`src/rtl/frame_seq_pkg.sv`:
```
`timescale 1ns/1ps
package frame_seq_pkg;

  localparam int unsigned WORD_BYTES = 4;

  typedef enum logic [2:0] {
    ST_IDLE,
    ST_RELEASE,
    ST_XFER,
    ST_RESERVE,
    ST_FIN
  } seq_state_t;

  typedef enum logic [2:0] {
    SP_HOLD,
    SP_LOAD,
    SP_STEP_DN,
    SP_STEP_UP,
    SP_FRAME_DN,
    SP_FRAME_UP
  } sp_op_t;

  // bytes covered by a frame-size value given in words
  function automatic int unsigned frame_bytes(input int unsigned words);
    return words * WORD_BYTES;
  endfunction

  // register number selected by a list bit
  function automatic int unsigned bank_reg(input int unsigned bit_pos,
                                           input int unsigned base);
    return base + bit_pos;
  endfunction

endpackage

```
`src/rtl/frame_seq_pick.sv`:
```
`timescale 1ns/1ps
module frame_seq_pick #(
  parameter int unsigned NSLOT = 12,
  localparam int unsigned IW   = $clog2(NSLOT)
) (
  input  logic             clk,
  input  logic             rst_n,
  input  logic [NSLOT-1:0] mask,
  input  logic             desc,
  output logic             any,
  output logic [IW-1:0]    pos
);

  always_comb begin
    any = |mask;
    pos = '0;
    if (desc) begin
      for (int i = 0; i < NSLOT; i++)
        if (mask[i]) pos = IW'(i);
    end else begin
      for (int i = NSLOT - 1; i >= 0; i--)
        if (mask[i]) pos = IW'(i);
    end
  end

  // the chosen slot is always a selected one
  a_r7_pick_is_selected: assert property (@(posedge clk) disable iff (!rst_n)
    any |-> mask[pos]);

  // ascending walk never skips a lower selected slot
  a_r2_lowest_first: assert property (@(posedge clk) disable iff (!rst_n)
    (any && !desc) |-> ((mask & ((NSLOT'(1) << pos) - NSLOT'(1))) == '0));

  // descending walk never skips a higher selected slot
  a_r4_highest_first: assert property (@(posedge clk) disable iff (!rst_n)
    (any && desc) |-> ((mask >> pos) == NSLOT'(1)));

endmodule

```
`src/rtl/frame_seq_sp.sv`:
```
`timescale 1ns/1ps
module frame_seq_sp
  import frame_seq_pkg::*;
#(
  parameter int unsigned AW   = 32,
  parameter int unsigned IMMW = 5
) (
  input  logic            clk,
  input  logic            rst_n,
  input  sp_op_t          op,
  input  logic [AW-1:0]   sp_in,
  input  logic [IMMW-1:0] imm,
  output logic [AW-1:0]   sp_q,
  output logic [AW-1:0]   sp_dn
);

  localparam logic [AW-1:0] STEP = AW'(WORD_BYTES);

  logic [AW-1:0] frame_amt;

  assign frame_amt = AW'(frame_bytes(int'(imm)));
  assign sp_dn     = sp_q - STEP;

  always_ff @(posedge clk or negedge rst_n) begin
    if (!rst_n) begin
      sp_q <= '0;
    end else begin
      case (op)
        SP_LOAD:     sp_q <= sp_in;
        SP_STEP_DN:  sp_q <= sp_dn;
        SP_STEP_UP:  sp_q <= sp_q + STEP;
        SP_FRAME_DN: sp_q <= sp_q - frame_amt;
        SP_FRAME_UP: sp_q <= sp_q + frame_amt;
        default:     sp_q <= sp_q;
      endcase
    end
  end

  // the pointer is frozen whenever no update is commanded
  a_r9_sp_holds: assert property (@(posedge clk) disable iff (!rst_n)
    (op == SP_HOLD) |=> $stable(sp_q));

endmodule

```
`src/rtl/frame_seq.sv`:
```
`timescale 1ns/1ps
module frame_seq
  import frame_seq_pkg::*;
#(
  parameter int unsigned NREG     = 12,
  parameter int unsigned BASE_REG = 20,
  parameter int unsigned AW       = 32,
  parameter int unsigned DW       = 32,
  parameter int unsigned IMMW     = 5,
  parameter int unsigned RIDX_W   = 5,
  localparam int unsigned LO_W    = NREG - 1,
  localparam int unsigned PW      = $clog2(NREG)
) (
  input  logic              clk,
  input  logic              rst_n,
  input  logic              start_i,
  input  logic              mode_i,
  input  logic              list_hi_i,
  input  logic [LO_W-1:0]   list_lo_i,
  input  logic [IMMW-1:0]   frame_imm_i,
  input  logic [RIDX_W-1:0] jreg_i,
  input  logic [AW-1:0]     sp_i,
  output logic [AW-1:0]     sp_o,
  output logic              done_o,
  output logic              jump_o,
  output logic [DW-1:0]     jump_target_o,
  output logic              mem_req_o,
  output logic              mem_we_o,
  output logic [AW-1:0]     mem_addr_o,
  output logic [DW-1:0]     mem_wdata_o,
  input  logic [DW-1:0]     mem_rdata_i,
  input  logic              mem_rdy_i,
  output logic [RIDX_W-1:0] rf_idx_o,
  input  logic [DW-1:0]     rf_rdata_i,
  output logic              rf_we_o,
  output logic [DW-1:0]     rf_wdata_o
);

  seq_state_t        state_q, state_d;
  logic              teardown_q;
  logic [NREG-1:0]   pend_q, pend_nxt;
  logic [IMMW-1:0]   imm_q;
  logic [RIDX_W-1:0] jreg_q;
  sp_op_t            sp_op;
  logic [AW-1:0]     sp_q, sp_dn;

  // named internal events
  logic [NREG-1:0]   list_full;
  logic              accept;
  logic              xfer_fire;
  logic              xfer_last;
  logic              pick_any;
  logic [PW-1:0]     pick_pos;
  logic [RIDX_W-1:0] cur_reg;

  assign list_full = {list_hi_i, list_lo_i};
  assign accept    = (state_q == ST_IDLE) && start_i;
  assign xfer_fire = (state_q == ST_XFER) && mem_rdy_i;
  assign pend_nxt  = pend_q & ~(NREG'(1) << pick_pos);
  assign xfer_last = xfer_fire && (pend_nxt == '0);
  assign cur_reg   = RIDX_W'(bank_reg(int'(pick_pos), BASE_REG));

  frame_seq_pick #(.NSLOT(NREG)) u_pick (
    .clk   (clk),
    .rst_n (rst_n),
    .mask  (pend_q),
    .desc  (teardown_q),
    .any   (pick_any),
    .pos   (pick_pos)
  );

  frame_seq_sp #(.AW(AW), .IMMW(IMMW)) u_sp (
    .clk   (clk),
    .rst_n (rst_n),
    .op    (sp_op),
    .sp_in (sp_i),
    .imm   (imm_q),
    .sp_q  (sp_q),
    .sp_dn (sp_dn)
  );

  // next state
  always_comb begin
    state_d = state_q;
    case (state_q)
      ST_IDLE: begin
        if (start_i) begin
          if (mode_i && frame_imm_i != '0)       state_d = ST_RELEASE;
          else if (list_full != '0)             state_d = ST_XFER;
          else if (!mode_i && frame_imm_i != '0) state_d = ST_RESERVE;
          else                                  state_d = ST_FIN;
        end
      end
      ST_RELEASE: state_d = (pend_q != '0) ? ST_XFER : ST_FIN;
      ST_XFER: begin
        if (xfer_last)
          state_d = (!teardown_q && imm_q != '0) ? ST_RESERVE : ST_FIN;
      end
      ST_RESERVE: state_d = ST_FIN;
      default:    state_d = ST_IDLE;
    endcase
  end

  // stack pointer command
  always_comb begin
    sp_op = SP_HOLD;
    case (state_q)
      ST_IDLE:    if (start_i) sp_op = SP_LOAD;
      ST_RELEASE: sp_op = SP_FRAME_UP;
      ST_XFER:    if (mem_rdy_i) sp_op = teardown_q ? SP_STEP_UP : SP_STEP_DN;
      ST_RESERVE: sp_op = SP_FRAME_DN;
      default:    sp_op = SP_HOLD;
    endcase
  end

  always_ff @(posedge clk or negedge rst_n) begin
    if (!rst_n) begin
      state_q    <= ST_IDLE;
      teardown_q <= 1'b0;
      pend_q     <= '0;
      imm_q      <= '0;
      jreg_q     <= '0;
    end else begin
      state_q <= state_d;
      if (accept) begin
        teardown_q <= mode_i;
        pend_q     <= list_full;
        imm_q      <= frame_imm_i;
        jreg_q     <= jreg_i;
      end else if (xfer_fire) begin
        pend_q <= pend_nxt;
      end
    end
  end

  // ports
  assign mem_req_o     = (state_q == ST_XFER);
  assign mem_we_o      = (state_q == ST_XFER) && !teardown_q;
  assign mem_addr_o    = teardown_q ? sp_q : sp_dn;
  assign mem_wdata_o   = rf_rdata_i;
  assign rf_idx_o      = (state_q == ST_FIN) ? jreg_q : cur_reg;
  assign rf_we_o       = xfer_fire && teardown_q;
  assign rf_wdata_o    = mem_rdata_i;
  assign done_o        = (state_q == ST_FIN);
  assign jump_o        = (state_q == ST_FIN) && teardown_q && (jreg_q != '0);
  assign jump_target_o = rf_rdata_i;
  assign sp_o          = sp_q;

  // a completed push leaves the pointer on the word just written
  a_r2_push_moves_sp: assert property (@(posedge clk) disable iff (!rst_n)
    (mem_req_o && mem_we_o && mem_rdy_i) |=> (sp_o == $past(mem_addr_o)));

  // a completed pop moves the pointer one word above the word read
  a_r4_pop_moves_sp: assert property (@(posedge clk) disable iff (!rst_n)
    (mem_req_o && !mem_we_o && mem_rdy_i) |=> (sp_o == $past(mem_addr_o) + AW'(WORD_BYTES)));

  // register writes come only from a completed read
  a_r4_write_from_read: assert property (@(posedge clk) disable iff (!rst_n)
    rf_we_o |-> (mem_req_o && !mem_we_o && mem_rdy_i));

  // the transfer state always has a selected register to serve
  a_r7_xfer_has_work: assert property (@(posedge clk) disable iff (!rst_n)
    mem_req_o |-> pick_any);

  // an access waiting for ready keeps address and direction
  a_r8_hold_until_ready: assert property (@(posedge clk) disable iff (!rst_n)
    (mem_req_o && !mem_rdy_i) |=> (mem_req_o && $stable(mem_addr_o) && $stable(mem_we_o)));

  // completion is a single-cycle pulse
  a_r9_done_pulse: assert property (@(posedge clk) disable iff (!rst_n)
    done_o |=> !done_o);

  // a jump request only appears together with completion
  a_r6_jump_with_done: assert property (@(posedge clk) disable iff (!rst_n)
    jump_o |-> done_o);

  // nothing to do completes on the next cycle with the pointer untouched
  a_r10_empty_fast: assert property (@(posedge clk) disable iff (!rst_n)
    (accept && list_full == '0 && frame_imm_i == '0) |=> (done_o && sp_o == $past(sp_i)));

  // no memory access is issued in the cycle after completion
  a_r11_quiet_after_done: assert property (@(posedge clk) disable iff (!rst_n)
    done_o |=> !mem_req_o);

endmodule

```
`config.mk`:
```
export PLATFORM = sky130hd
export DESIGN_NAME = frame_seq
export DESIGN_NICKNAME = d
export VERILOG_FILES = /design/src/rtl/frame_seq_pkg.sv /design/src/rtl/frame_seq_pick.sv /design/src/rtl/frame_seq_sp.sv /design/src/rtl/frame_seq.sv
export SDC_FILE = /design/constraint.sdc
export NUM_CORES = 1
export LEC_CHECK = 0
export BUFFER_PORTS_ARGS = -buffer_cell sky130_fd_sc_hd__buf_4
export CAP_MARGIN = 20
export CORE_ASPECT_RATIO = 1.25
export CORE_MARGIN = 4
export CORE_UTILIZATION = 50
export CTS_BUF_LIST = sky130_fd_sc_hd__clkbuf_4
export CTS_CLUSTER_SIZE = 24
export DETAILED_ROUTE_END_ITERATION = 10
export MAX_ROUTING_LAYER = met4
export PLACE_DENSITY_LB_ADDON = 0.05
export SYNTH_ARGS = -nofsm -noshare
export SYNTH_HDL_FRONTEND = slang
export SYNTH_SLANG_ARGS = --single-unit
```
`constraint.sdc`:
```
create_clock -name clk -period 4.5 [get_ports clk]
set_input_delay 0.45 -clock clk [delete_from_list [all_inputs] [get_ports clk]]
set_output_delay 0.45 -clock clk [all_outputs]
set_load 0.01 [all_outputs]
```
==> results.md <==
* Antenna cell count at 0
* TritonCTS buffer count at 9
* Routed via count at roughly 6500
* Cell family with most CP delay: simple AND/OR/NAND/NOR gates
* Rows at 46
* Worst EP required at just over 4000 ps
* CP bufs+invs at 2
* Ys Warns at 0
* Initial DRC count at a little over 500
* First-pass GRT wire length at 34.1 mm
* Final setup TNS at 0 ps
* # DRC at 0
* Initial Util at approximately half
* Storage cell area at 1450 um2
* Area delta synth->final at 8.88%
* Fill cells at 1263
* Core region area at ~13000 um2
* Worst-margin pin slew at approximately 810 ps
* CTS root buf: clkbuf_4
* Hpwl dp at between 15 and 20 mm
* Post-Syn Instances at 860
* Crit-path slowest cell: or4_4
* Cell area after synthesis at approximately 6500 um2
* Die ar. at ~15000 um2
* Die height at between 100 and 150 um
* Port bufs at about 130
* Register bit count reported by yosys at 58
* Antenna violations before repair at 0
* WL final at ~22 mm
* PnR worst setup slack at 162 ps
* Peak VDD IR at roughly 0.00041 V
* Dpl ws at roughly 470 ps
* Leakage at roughly 3.2 nW
* Status: complete, no violations
* Placer Congestion at about 1.0
* Max Cap Viol at 0
* Max incr delay on CP at between 500 and 600 ps
* Clock buffer depth at 2
* GRT Total Usage at a little under a third
* Finish-stage setup viols at 0
* Largest net degree at the start of global routing at 59
* Area of the multi-input gates at approximately 4100 um2
* Slew Viols, Final at 0
* Seq/Total Area, Yosys at between 20% and 30%
* Asr flop ratio synth at between 90% and 100%
* Fin nets at between 1000 and 1500
* Worst EP arrival at approximately 4000 ps
* Clk slew on worst S/H paths at around 130 ps
* Setup repair bufs after CTS at 0
* Top_reg_cell synth: dfrtp_1
* Layout cell share with drive strength beyond 1 at a little over a fifth
* Post-synthesis average cell area at approximately 7.6 um2
* Worst path cell trace: inv_1 -> ha_2 -> or3b_4 -> or3_4 -> or4_4 -> or3_4 -> nand2b_2 -> nor4_2 -> xor2_1 -> buf_4
* Setup Crit Path Kind: flop to output port
* Power per Cell Area at 833 nW/um2
* Post-route clock skew at between 20 and 25 ps
* Maximum fanout along the worst path at 8
* Leading cell type in the layout, fill and taps excluded: buf_4
* Most frequent cells in the layout: buf_4 (154), nor2_1 (88), nand2_1 (86)
* DR pass1 iterations at 5
* Critical path endpoint category: output port
* Synth cell types at 74
* Most frequent CP cell: or3_4
* Clock sinks at between 50 and 60
* EDFF count, synth at 0
* Hold Buf Count CTS at 0
* Drt via density at 6.11
* CP startpoint kind: flop
* Fin. Hold Viols at 0
* Avg WL per Cell at between 20 and 25 um
* GRT overflow at 0
* CTS resizes at 1
* Syn_nets at 1017
* RSZ-0062 raised after global routing: false
* ANT nets after route at 0
* Period utilization at between 90% and 100%
* Min Clock Period, post-route at around 4300 ps
* Worst slew margin at between 40% and 50%
* Maximum clock rate at 0.231 GHz
* Die W at 110 um
* Vias in the first global route at around 6400
* CTS H-tree depth at 3
* CTS tree: yes
* Min-delay worst type: primary input to async pin
* Ports at a little under 300
* Clk Latency, worst-skew pair at 440 ps
==> layer usage <==
| layer | GRT usage [%] | share of wire [%] | up-vias | routed length (um) |
|---|---|---|---|---|
| met4 | 13.9 | 4.2 | 0 | 933 |
| met1 | 34.6 | 40 | 3072 | 8790 |
| met5 | - | 0 | - | 0 |
| li1 | - | - | 3013 | - |
| met2 | 52.0 | 51 | 283 | 11200 |
| met3 | 4.24 | 5.6 | 83 | 1240 |
==> cells in the mapped netlist, drive strengths merged (8+ instances only) <==
| master | number | share of area, % |
|---|---|---|
| o21a | 19 | 2.2 |
| nand2 | 86 | 4.9 |
| buf | 106 | 12 |
| nor2 | 88 | 5.1 |
| xor2 | 37 | 5.0 |
| nor2b | 9 | 0.86 |
| a211oi | 9 | 1.0 |
| a22o | 11 | 1.5 |
| a21o | 9 | 1.0 |
| nor3 | 18 | 1.4 |
| a21oi | 45 | 3.5 |
| o21ai | 73 | 5.7 |
| or3 | 13 | 1.2 |
| clkbuf | 37 | 2.2 |
| ha | 33 | 6.3 |
| nand2b | 11 | 1.1 |
| a31oi | 8 | 0.77 |
| xnor2 | 29 | 3.9 |
| dfrtp | 58 | 22 |
| inv | 25 | 1.4 |
| nor4 | 19 | 1.9 |
| o221ai | 12 | 1.6 |
==> final timing paths <==
| check | from | depth (start not counted) | end | slack [ps] |
|---|---|---|---|---|
| min | rst_n | 1 | u_sp.sp_q[16] | 110 |
| min in group clk | jreg_i[2] | 3 | jreg_q[2] | 210 |
| max | u_sp.sp_q[3] | 10 | mem_addr_o[26] | 160 |
| min reg2reg | jreg_q[2] | 2 | jreg_q[2] | 510 |
| max reg2reg | state_q[0] | 14 | u_sp.sp_q[30] | 400 |
| max in group asynchronous | rst_n | 1 | u_sp.sp_q[24] | 3860 |
==> flip-flops by register name (all words and copies together), names as in the netlist <==
register and count:
teardown_q 1, imm_q 5, state_q 3, pend_q 12, u_sp.sp_q 32, jreg_q 5
==> power by group <==
| part | leakage [nW] | internal, mW | switching, mW |
|---|---|---|---|
| Clock | 0.0596 | 0.115 | 0.224 |
| Combinational | 2.43 | 1.89 | 2.38 |
| Sequential | 0.721 | 0.770 | 0.539 |
==> logic make-up (layout without fill, tap and decap cells) <==
group                    Yosys count  count (layout)  synth area share [%]
buffers and inverters            168             195                  15.5
flip-flops                        58              58                  22.3
XOR/XNOR                          66              66                  8.86
AO/OA/AOI/OAI                    245             245                  25.1
multiplexers                       7               7                  1.13
AND/OR/NAND/NOR                  282             282                  20.5
adder cells (fa/ha/maj)           34              34                  6.64
==> final cells by class <==
| cell class | instances | share of cell area [%] |
|---|---|---|
| inverter | 25 | 1.32 |
| clock inverter | 6 | 0.476 |
| multi-input combinational | 634 | 57.5 |
| sequential | 58 | 20.4 |
| tap | 168 | 2.96 |
| clock buffer | 10 | 1.06 |
| timing repair buffer | 154 | 16.3 |
==> per-stage QoR <==
step | area [um2] | power [mW] | utilization, % | hold WS [ps] | std cells
after CTS | 7090 | 5.88 | 55.7 | 105 | 1055
after global routing | 7100 | 6.41 | 55.8 | 154 | 1055
final | 7100 | 5.92 | 55.8 | 113 | 1055
after global placement | 6970 | 5.48 | 54.8 | 486 | 1039
after detailed placement | 6970 | 5.52 | 54.8 | 484 | 1039
after floorplan | 6520 | 4.04 | - | 154 | 860
Note: power is estimated with default switching activity, not from simulation.
